[src/rtl/irq_vec_pkg.sv]
package irq_vec_pkg;
  localparam int DATA_W = 8;
  localparam int VEC_W  = 8;
  localparam int N_EXT  = 3;
  localparam int N_TMR  = 2;
  localparam int N_SRC  = N_EXT + N_TMR;
  localparam int IDX_W  = $clog2(N_SRC);

  // source index = priority rank, 0 highest (lowest vector)
  function automatic logic [VEC_W-1:0] vec_of(input int idx);
    case (idx)
      0:       vec_of = VEC_W'(8'h02);
      1:       vec_of = VEC_W'(8'h04);
      2:       vec_of = VEC_W'(8'h06);
      3:       vec_of = VEC_W'(8'h0E);
      4:       vec_of = VEC_W'(8'h12);
      default: vec_of = '0;
    endcase
  endfunction

  function automatic int flag_pos(input int ext);
    case (ext)
      0:       flag_pos = 6;
      1:       flag_pos = 7;
      default: flag_pos = 5;
    endcase
  endfunction

  function automatic int en_pos(input int idx);
    if (idx < N_EXT) en_pos = idx;
    else if (idx == N_EXT) en_pos = 6;
    else en_pos = 7;
  endfunction
endpackage

[src/rtl/irq_flag_bank.sv]
module irq_flag_bank #(
  parameter int N = 3
) (
  input  logic         clk_i,
  input  logic         rst_ni,
  input  logic [N-1:0] set_i,
  input  logic [N-1:0] clr_sw_i,
  input  logic [N-1:0] clr_hw_i,
  output logic [N-1:0] flag_o
);
  for (genvar g = 0; g < N; g++) begin : g_bit
    always_ff @(posedge clk_i or negedge rst_ni) begin
      if (!rst_ni)                      flag_o[g] <= 1'b0;
      else if (set_i[g])                flag_o[g] <= 1'b1;
      else if (clr_sw_i[g] || clr_hw_i[g]) flag_o[g] <= 1'b0;
    end


    evt_sets_flag_chk: assert property (@(posedge clk_i) disable iff (!rst_ni)
      set_i[g] |=> flag_o[g]);


    clear_drops_flag_chk: assert property (@(posedge clk_i) disable iff (!rst_ni)
      (!set_i[g] && (clr_sw_i[g] || clr_hw_i[g])) |=> !flag_o[g]);

    hold_flag_chk: assert property (@(posedge clk_i) disable iff (!rst_ni)
      (!set_i[g] && !clr_sw_i[g] && !clr_hw_i[g]) |=> $stable(flag_o[g]));
  end
endmodule

[src/rtl/irq_en_reg.sv]
module irq_en_reg #(
  parameter int W = 8
) (
  input  logic         clk_i,
  input  logic         rst_ni,
  input  logic         we_i,
  input  logic [W-1:0] wdata_i,
  output logic [W-1:0] q_o
);
  always_ff @(posedge clk_i or negedge rst_ni) begin
    if (!rst_ni)   q_o <= '0;
    else if (we_i) q_o <= wdata_i;
  end


  en_write_chk: assert property (@(posedge clk_i) disable iff (!rst_ni)
    we_i |=> (q_o == $past(wdata_i)));
endmodule

[src/rtl/irq_prio_arb.sv]
module irq_prio_arb
  import irq_vec_pkg::*;
(
  input  logic             clk_i,
  input  logic             rst_ni,
  input  logic [N_SRC-1:0] act_i,
  output logic [N_SRC-1:0] gnt_o,
  output logic             req_o,
  output logic [VEC_W-1:0] vec_o
);
  always_comb begin
    gnt_o = '0;
    vec_o = '0;
    for (int i = N_SRC - 1; i >= 0; i--) begin
      if (act_i[i]) begin
        gnt_o    = '0;
        gnt_o[i] = 1'b1;
        vec_o    = vec_of(i);
      end
    end
  end

  assign req_o = |act_i;


  gnt_onehot_chk: assert property (@(posedge clk_i) disable iff (!rst_ni)
    $onehot0(gnt_o) && ((gnt_o & ~act_i) == '0));


  idle_vec_chk: assert property (@(posedge clk_i) disable iff (!rst_ni)
    !req_o |-> (vec_o == '0));
endmodule

[src/rtl/irq_vec_unit.sv]
module irq_vec_unit
  import irq_vec_pkg::*;
(
  input  logic              clk_i,
  input  logic              rst_ni,
  input  logic [N_EXT-1:0]  ext_evt_i,
  input  logic [N_TMR-1:0]  tmr_req_i,
  input  logic              gie_i,
  input  logic              reg_addr_i,
  input  logic              reg_wr_i,
  input  logic [DATA_W-1:0] reg_wdata_i,
  output logic [DATA_W-1:0] reg_rdata_o,
  output logic              irq_req_o,
  output logic [VEC_W-1:0]  irq_vec_o,
  input  logic              irq_ack_i
);
  logic [N_EXT-1:0]  flag, clr_sw, clr_hw;
  logic [DATA_W-1:0] en_q, flag_rd;
  logic [N_SRC-1:0]  pend, act, gnt;

  for (genvar g = 0; g < N_EXT; g++) begin : g_ext
    assign clr_sw[g] = reg_wr_i && !reg_addr_i && reg_wdata_i[flag_pos(g)];
    assign pend[g]   = flag[g];
  end
  for (genvar t = 0; t < N_TMR; t++) begin : g_tmr
    assign pend[N_EXT+t] = tmr_req_i[t];
  end
  for (genvar s = 0; s < N_SRC; s++) begin : g_act
    assign act[s] = gie_i && pend[s] && en_q[en_pos(s)];
  end

  assign clr_hw = {N_EXT{irq_ack_i}} & gnt[N_EXT-1:0];

  irq_flag_bank #(.N(N_EXT)) flag_i (
    .clk_i, .rst_ni,
    .set_i(ext_evt_i), .clr_sw_i(clr_sw), .clr_hw_i(clr_hw), .flag_o(flag)
  );

  irq_en_reg #(.W(DATA_W)) en_i (
    .clk_i, .rst_ni,
    .we_i(reg_wr_i && reg_addr_i), .wdata_i(reg_wdata_i), .q_o(en_q)
  );

  irq_prio_arb arb_i (
    .clk_i, .rst_ni,
    .act_i(act), .gnt_o(gnt), .req_o(irq_req_o), .vec_o(irq_vec_o)
  );

  always_comb begin
    flag_rd = '0;
    for (int e = 0; e < N_EXT; e++) flag_rd[flag_pos(e)] = flag[e];
  end

  assign reg_rdata_o = reg_addr_i ? en_q : flag_rd;


  rsvd_zero_chk: assert property (@(posedge clk_i) disable iff (!rst_ni)
    !reg_addr_i |-> (reg_rdata_o[4:0] == '0));


  gie_gate_chk: assert property (@(posedge clk_i) disable iff (!rst_ni)
    !gie_i |-> !irq_req_o);


  ack_only_granted_chk: assert property (@(posedge clk_i) disable iff (!rst_ni)
    (irq_ack_i && ext_evt_i == '0 && !reg_wr_i) |=>
      (flag == ($past(flag) & ~$past(gnt[N_EXT-1:0]))));
endmodule

[config.mk]
export PLATFORM = sky130hd
export DESIGN_NAME = irq_vec_unit
export DESIGN_NICKNAME = d
export VERILOG_FILES = /design/src/rtl/irq_vec_pkg.sv /design/src/rtl/irq_flag_bank.sv /design/src/rtl/irq_en_reg.sv /design/src/rtl/irq_prio_arb.sv /design/src/rtl/irq_vec_unit.sv
export SDC_FILE = /design/constraint.sdc
export NUM_CORES = 1
export LEC_CHECK = 0
export BUFFER_PORTS_ARGS = -buffer_cell sky130_fd_sc_hd__buf_2
export CAP_MARGIN = 20
export CORE_MARGIN = 3
export CORE_UTILIZATION = 44
export DETAILED_ROUTE_END_ITERATION = 16
export PLACE_DENSITY = 0.87
export SYNTH_ARGS = -nofsm -noshare
export SYNTH_HDL_FRONTEND = slang
export SYNTH_HIERARCHICAL = 1
export SYNTH_SLANG_ARGS = --single-unit
[constraint.sdc]
create_clock -name clk_i -period 1.6 [get_ports clk_i]
set_input_delay 0.32 -clock clk_i [delete_from_list [all_inputs] [get_ports clk_i]]
set_output_delay 0.32 -clock clk_i [all_outputs]
set_load 0.05 [all_outputs]
== After elaboration in Yosys (flattened, before gate mapping) ==
Cells that the tools add are included.
Operators by class
  muxes and demuxes: 16
  bitwise operators: 1
  reductions and logical operators: 23
Operator list (count)
  $mux W5: 5
  $logic_and A1 B1 Y1: 15
  $mux W3: 4
  $mux W8: 1
  $mux W1: 6
  $reduce_bool A2 Y1: 3
  $reduce_or A5 Y1: 1
  $and A3 B3 Y3: 1
  $logic_or A1 B1 Y1: 3
  $logic_not A1 Y1: 1
Word-level totals
  flip-flop bits (word level): 11
  input bits: 19
  logic and storage cells: 44

== Longest topological paths before layout ==
Gate-level depths: netlist of the first run.
  word-level depth: 10
  mapped depth: 5

== Modules after synthesis ==
Netlist of the first run, hierarchy kept.
By module, submodules not included
  irq_en_reg: times used 1, cells each 17, area an instance 331.6 µm², sequential area each 200.2 µm²
  irq_vec_unit: times used 1, cells each 21, area an instance 170.2 µm², sequential area each 0.0 µm²
  irq_prio_arb: times used 1, cells each 18, area an instance 122.6 µm², sequential area each 0.0 µm²
  irq_flag_bank: times used 1, cells each 9, area an instance 108.9 µm², sequential area each 75.1 µm²

== Worst setup path before layout of the first run ==
Ideal clock, no wire load.
  path kind: flip-flop to output port
  start point: register flag_i.flag_o[1]
  end point: output irq_vec_o[1]
  data arrival time: 1.392 ns
  required time: 1.280 ns
  setup slack: -0.112 ns
  cell stages (with the launch flop): 4
  buffers on the path: 0
  cells stage by stage: dfrtp_1 and3_1 nor2b_1 nor2_1
On the way
  longest elaborated chain between the ends: 4
Ends and longest elaborated chain
  start, declared: line irq_flag_bank.sv:9  | output logic [N-1:0] flag_o
  start signal, assigned by index: line irq_flag_bank.sv:13  | if (!rst_ni) flag_o[g] <= 1'b0;
  start signal, assigned by index: line irq_flag_bank.sv:14  | else if (set_i[g]) flag_o[g] <= 1'b1;
  start signal, assigned by index: line irq_flag_bank.sv:15  | else if (clr_sw_i[g] || clr_hw_i[g]) flag_o[g] <= 1'b0;
  $logic_and A1 B1 Y1 (2 in series): line irq_vec_unit.sv:29  | assign act[s] = gie_i && pend[s] && en_q[en_pos(s)];
  net act[1]: line irq_vec_unit.sv:19  | logic [N_SRC-1:0] pend, act, gnt;
  $mux W5 (2 in series): line irq_prio_arb.sv:15  | if (act_i[i]) begin
  end, declared: line irq_vec_unit.sv:14  | output logic [VEC_W-1:0] irq_vec_o,
The timed path passes the listed nets, and every way through them passes these cells.

== Worst setup path after layout of the first run ==
  start point: register en_i.q_o[6]
  end point: output irq_vec_o[4]
On the way
  longest elaborated chain between the ends: 5
Ends and longest elaborated chain
  start, declared: line irq_en_reg.sv:8  | output logic [W-1:0] q_o
  start signal, assigned: line irq_en_reg.sv:12  | else if (we_i) q_o <= wdata_i;
  $logic_and A1 B1 Y1: line irq_vec_unit.sv:29
  net act[3]: line irq_vec_unit.sv:19
  $mux W5 (4 in series): line irq_prio_arb.sv:15
The timed path passes the listed nets, and every way through them passes these cells.

==> out/metrics.cfg, run 1 <==
[outcome]
status=finished with violations
violations=setup timing

[worst_setup_path]
r2r_start=en_i/q_o[0]
crit_path_end=irq_vec_o[4]
path_cells=and3_2, nor4_4, and2_1, buf_6
max_stage_delay_ns=0.37
slowest_stage=dfrtp_1
worstReg2RegEnd=flag_i/flag_o[1]
r2r_slack_ns=0.25
r2r_cells=6
arrival_ns=1.47
required_ns=1.28
end_kind=primary output
crit_fanout=4
cp-start-kind=register
startpoint=en_i/q_o[6]
worstSetupPathType=reg -> out

[placement]
port-buffer-count=31
place_congestion=0.815
post-place-cells=111
placed_cell_area_um2=887
dp_hpwl_um=1210

[clock_network]
clock_sinks=11
htree_levels=1
clock_latency_ns=0.26
root_buffer=clkbuf_4
tritoncts=done
numCtsBuffers=3
clk_path_buf_depth=2
path_clk_slew_ns=0.06

[global_routing]
grt_usage_pct=17.5
antenna_found_initial=0
grt_max_degree=13
overflow=0
grt_pass1_vias=603
grt_pass1_wl_um=2640

[die]
io_pins=36
start_util_pct=47.6
fp.dieW_um=46.8
die_h_um=46.8
rows=14
die_area_mm2=0.00219
core_mm2=0.00154

[timing]
fin_tns_setup_ns=-0.576
skew_ns=0.00134
slew_viol_final=0
fin_crit_sh_pct=112
rsz0062_at_grt=true
setup_slack_ns=-0.190
setup_viol=4
period_needed_ns=1.79
hold_viol=0
timing.fmax_ghz=0.559

[synthesis]
synth_edf_count=0
synth_cells=65
yosysTopAreaCellShare_pct=37.5
synth_seq_cells=11
synth_common_cells=11 x dfrtp_1, 9 x mux2_4, 7 x buf_4
synth_top_area_cell=dfrtp_1
synth_most_common_cell=dfrtp_1
synth-main-ff-cell=dfrtp_1
yosysWarnings=6
synth.top_cells.by_area=dfrtp_1 38%, mux2_4 18%, buf_4 7.2%
synth_seq_area_share_pct=37.5
syn_area_um2=733
synth.avg_cell_area_um2=11.3
synth.distinct_cells=19
synth-async-reset-ratio_pct=100

[route]
ant_nets=0
wl_per_cell_um=14.2
viasPerCell=4.99
drc=0
routed_wl_um=1690
drtPass1Iterations=2
vias=594
first_iter_violations=1

[run]
max-cap-violations=0

[power_and_ir_drop]
p_leak_nw=0.527
ir_drop_mv=0.604
power.density_mw_per_mm2=979

[final_layout]
finalInstanceArea_mm2=0.00105
n_fill_cell=132
drive_gt1_share_pct=68.9
area_growth_pct=43.5
num_antenna_cells=0
nets=123
instances_no_fill=119
finish.utilization_pct=68.3

[min_path]
hp-class=in -> reg

-- area by class of cell --
class,count,area [um^2],area share [%]
clock buffer,4,26.3,2.50
multi-input combinational,48,469,44.6
sequential,11,275,26.2
timing repair buffer,40,262,24.9
tap,16,20.0,1.90
-- critical path, delay by kind of cell (launching register included) --
kind          cells  cell delay [ns]
buf+inv           1             0.15
simple gates      3             0.69
flops             1             0.37
-- logic make-up after synthesis --
kind of cell	synth area share, %
buffers and inverters	10.2
DFF	37.5
AOI/OAI and AO/OA	3.07
muxes	21.5
other	0.511
and+or+nand+nor	27.1
-- through the flow --
step,worst slack [ns],hold WS (ns),total power (W)
after floorplan,0.0774,0.0244,0.000671
after global placement,-0.0481,0.197,0.000753
after detailed placement,-0.0891,0.199,0.000763
after CTS,-0.191,0.228,0.00101
after global routing,-0.246,0.235,0.00109
final,-0.190,0.236,0.00103
-- layout by cell type (no fill, tap or decap), drive strengths merged --
| cell | synthesis | layout |
|---|---|---|
| nor2b | 1 | 1 |
| clkbuf | 0 | 4 |
| a21o | 3 | 3 |
| dfrtp | 11 | 11 |
| nor3b | 1 | 1 |
| nor4b | 1 | 1 |
| conb | 1 | 4 |
| and3b | 3 | 3 |
| and3 | 5 | 5 |
| nand2b | 1 | 1 |
| dlygate4sd3 | 0 | 1 |
| and2 | 10 | 10 |
| mux2 | 11 | 11 |
| nor3 | 1 | 1 |
| nor4 | 2 | 2 |
| buf | 9 | 39 |
| nor2 | 5 | 5 |
-- how the worst min path moves through the flow --
stage | from | to | cells past startpoint | slack [ns]
after floorplan | rst_ni | en_i/q_o[0] | 0 | 0.02
after global placement | rst_ni | en_i/q_o[2] | 1 | 0.20
after detailed placement | rst_ni | en_i/q_o[2] | 1 | 0.20
after CTS | ext_evt_i[1] | flag_i/flag_o[1] | 2 | 0.23
after global routing | ext_evt_i[0] | flag_i/flag_o[0] | 2 | 0.23
final | ext_evt_i[0] | flag_i/flag_o[0] | 2 | 0.24
-- repair_timing --
item                                    CTS  global route
pin swaps                                 3             2
endpoints found under the setup margin    5             7
gates resized for setup                  19            11
setup buffers                             3             0
hold buffers                              1             0
endpoints found under the hold margin    11             0
-- sequential cells by signal (all words and copies together), names as in the netlist --
register	cells
en_i/q_o	8
flag_i/flag_o	3
-- layer usage --
metal  vias to the layer above  share of wire [%]  track usage [%]  routed length (um)
met5                         -                  0                0                   0
met4                         0                2.5             13.3                  42
met3                         6                8.5             4.60                 143
met2                        31                 48             27.1                 817
met1                       266                 41             20.5                 685
li1                        291                  -                -                   -
-- power breakdown --
group          internal, W  switching (W)  total, W
clock network    0.0000964      0.0000840  0.000180
registers         0.000315      0.0000224  0.000337
logic             0.000219       0.000293  0.000512
total             0.000630       0.000400   0.00103
(Power assumes the default switching activity.)
==> run 2: changes to the inputs <==
- ABC_AREA: default -> 1
- CORE_UTILIZATION: 44 -> 45
- PLACE_DENSITY: 0.87 -> 0.88
==> run 2 against run 1 <==
Net effect:
- the run still ends with setup timing left
- worst setup slack gained 0.18 ns
- via count up 29%
- sequential share of layout area is 0.19 points higher
- critical path type unchanged
- largest power group unchanged
- highest routed layer unchanged
==> out/metrics.cfg, run 2 <==
[timing]
setup_slack_ns=-0.0109  ; +0.179 ns
period_needed_ns=1.61  ; -0.179 ns
skew_ns=0.00596  ; +0.00462 ns
timing.fmax_ghz=0.621  ; +11%
rsz0062_at_grt=true
fin_crit_sh_pct=101  ; -11 points
setup_viol=1  ; -3
slew_viol_final=0  ; unchanged
fin_tns_setup_ns=-0.0109  ; +0.565 ns
hold_viol=0  ; unchanged

[synthesis]
yosysWarnings=6  ; unchanged
syn_area_um2=758  ; +3.4%
synth-main-ff-cell=dfrtp_1
yosysTopAreaCellShare_pct=36.3  ; -1.2 points
synth_cells=121  ; +86%
synth_common_cells=55 x nand2_1, 15 x inv_1, 13 x nor2_1
synth.top_cells.by_area=dfrtp_1 36%, nand2_1 27%, inv_1 7.4%
synth.avg_cell_area_um2=6.27  ; -44%
synth_top_area_cell=dfrtp_1
synth-async-reset-ratio_pct=100  ; unchanged
synth_seq_area_share_pct=36.3  ; -1.2 points
synth_seq_cells=11  ; unchanged
synth_edf_count=0  ; unchanged
synth.distinct_cells=13  ; -6
synth_most_common_cell=nand2_1

[min_path]
hp-class=in -> reg

[run]
max-cap-violations=0  ; unchanged

[placement]
dp_hpwl_um=1370  ; +13%
post-place-cells=163  ; +47%
port-buffer-count=31  ; unchanged
pre_cts_slack_ns=-0.00199  ; +0.0871 ns
place_congestion=0.810  ; -0.58%

[outcome]
status=finished with violations
violations=setup timing

[worst_setup_path]
slowest_stage=dfrtp_1
path_cells=nand2_2, nor2_2, nor2_4, nand2_1, nor2_1, buf_6
required_ns=1.28  ; about the same
end_kind=primary output
arrival_ns=1.29  ; -0.18 ns
crit_family=simple AND/OR/NAND/NOR gates
crit_fanout=4  ; unchanged
max_stage_delay_ns=0.39  ; +0.02 ns
cp-start-kind=register
worstSetupPathType=reg -> out
path_buf_inv=1  ; unchanged

[route]
drtPass1Iterations=4  ; +2
ant_nets=0  ; unchanged
wl_per_cell_um=10.0  ; -29%
first_iter_violations=13  ; +12
viasPerCell=4.40  ; -12%
vias=765  ; +29%
routed_wl_um=1750  ; +3.4%
drc=0  ; unchanged

[power_and_ir_drop]
ir_drop_mv=0.675  ; +12%
power.density_mw_per_mm2=901  ; -7.9%
p_leak_nw=0.659  ; +25%
p_total_w=0.000941  ; -8.6%

[die]
start_util_pct=49.2  ; +1.6 points
io_pins=36  ; unchanged
rows=14  ; unchanged
core_mm2=0.00154  ; unchanged
die_area_mm2=0.00221  ; +0.98%
die_h_um=47.1  ; +0.49%
fp.dieW_um=47.1  ; +0.49%

[global_routing]
grt_usage_pct=17.8  ; +0.32 points
antenna_found_initial=0  ; unchanged
overflow=0  ; unchanged
grt_max_degree=12  ; -1
grt_pass1_wl_um=2840  ; +7.6%
grt_pass1_vias=720  ; +19%

[final_layout]
top_register=en_i/q_o
mostFrequentLayoutCells=52 x nand2_1, 26 x buf_2, 15 x inv_1
area_growth_pct=37.8
reg.largest.list=en_i/q_o x8, flag_i/flag_o x3
instances_no_fill=174  ; +46%
drive_gt1_share_pct=43.0  ; -26 points
final_common_cell=nand2_1
n_fill_cell=150  ; +14%
finish.utilization_pct=67.8  ; -0.49 points
largest_reg_flops=8  ; unchanged
num_antenna_cells=0  ; unchanged
nets=178  ; +45%

[clock_network]
htree_levels=1  ; unchanged
tritoncts=done
root_buffer=clkbuf_4
clock_latency_ns=0.26  ; about the same
numCtsBuffers=3  ; unchanged
clock_sinks=11  ; unchanged
path_clk_slew_ns=0.06  ; about the same
clk_path_buf_depth=2  ; unchanged

## run 2: where the power goes
group / total [W] / internal, W / leakage [nW] / switching (W)
combinational: 0.000424 / 0.000138 / 0.516 / 0.000286
sequential: 0.000332 / 0.000310 / 0.128 / 0.0000223
clock: 0.000185 / 0.0000964 / 0.0150 / 0.0000890
total: 0.000941 / 0.000544 / 0.659 / 0.000397
## run 2: final timing paths
kind,from,endpoint,slack (ns),cells after the start
min in group asynchronous,rst_ni,en_i/q_o[3],0.45,2
max in group asynchronous,rst_ni,en_i/q_o[6],0.95,2
min,ext_evt_i[2],flag_i/flag_o[2],0.24,3
max reg2reg,en_i/q_o[1],flag_i/flag_o[2],0.41,10
max,en_i/q_o[2],irq_vec_o[4],-0.01,6
min reg2reg,en_i/q_o[4],en_i/q_o[4],0.48,2
## run 2: layout make-up
cell class | count | area (um^2) | area share (%)
Multi-Input combinational cell | 81 | 383 | 36.6
Sequential cell | 11 | 275 | 26.3
Timing Repair Buffer | 39 | 249 | 23.8
Inverter | 23 | 91.3 | 8.74
Clock buffer | 4 | 26.3 | 2.51
Tap cell | 16 | 20.0 | 1.92
## run 2: kinds of logic after synthesis
group           share of synthesized area [%]
compound gates                           1.32
buf+inv                                  21.9
flops                                    36.3
other cells                             0.495
simple gates                             39.9
## run 2: per-layer routing
layer / global-route usage (%) / vias to the layer above / share of wire (%)
met4: 4.97 / 0 / 0.34
met3: 2.68 / 2 / 5.4
met2: 34.1 / 27 / 54
met5: 0 / - / 0
li1: - / 404 / -
met1: 20.0 / 332 / 40
## run 2: repair_timing
| item | in CTS | in global routing |
|---|---|---|
| pin swaps | 7 | 6 |
| setup buffers | 4 | 2 |
| hold buffers | 1 | 0 |
| endpoints found under the hold margin | 11 | 0 |
| resized for setup | 21 | 4 |
| endpoints found under the setup margin | 5 | 5 |
## run 2: worst min-delay path, delay by kind of cell
kind / cells / cell delay, ns
buffers and inverters: 2 / 0.10
AND/OR/NAND/NOR: 1 / 0.05
## run 2: stage by stage
| step | hold WS (ns) | cell area, um^2 |
|---|---|---|
| after floorplan | 0.0244 | 777 |
| after global placement | 0.198 | 885 |
| final | 0.242 | 1040 |
| after CTS | 0.238 | 1020 |
| after detailed placement | 0.206 | 885 |
| after global routing | 0.232 | 1040 |
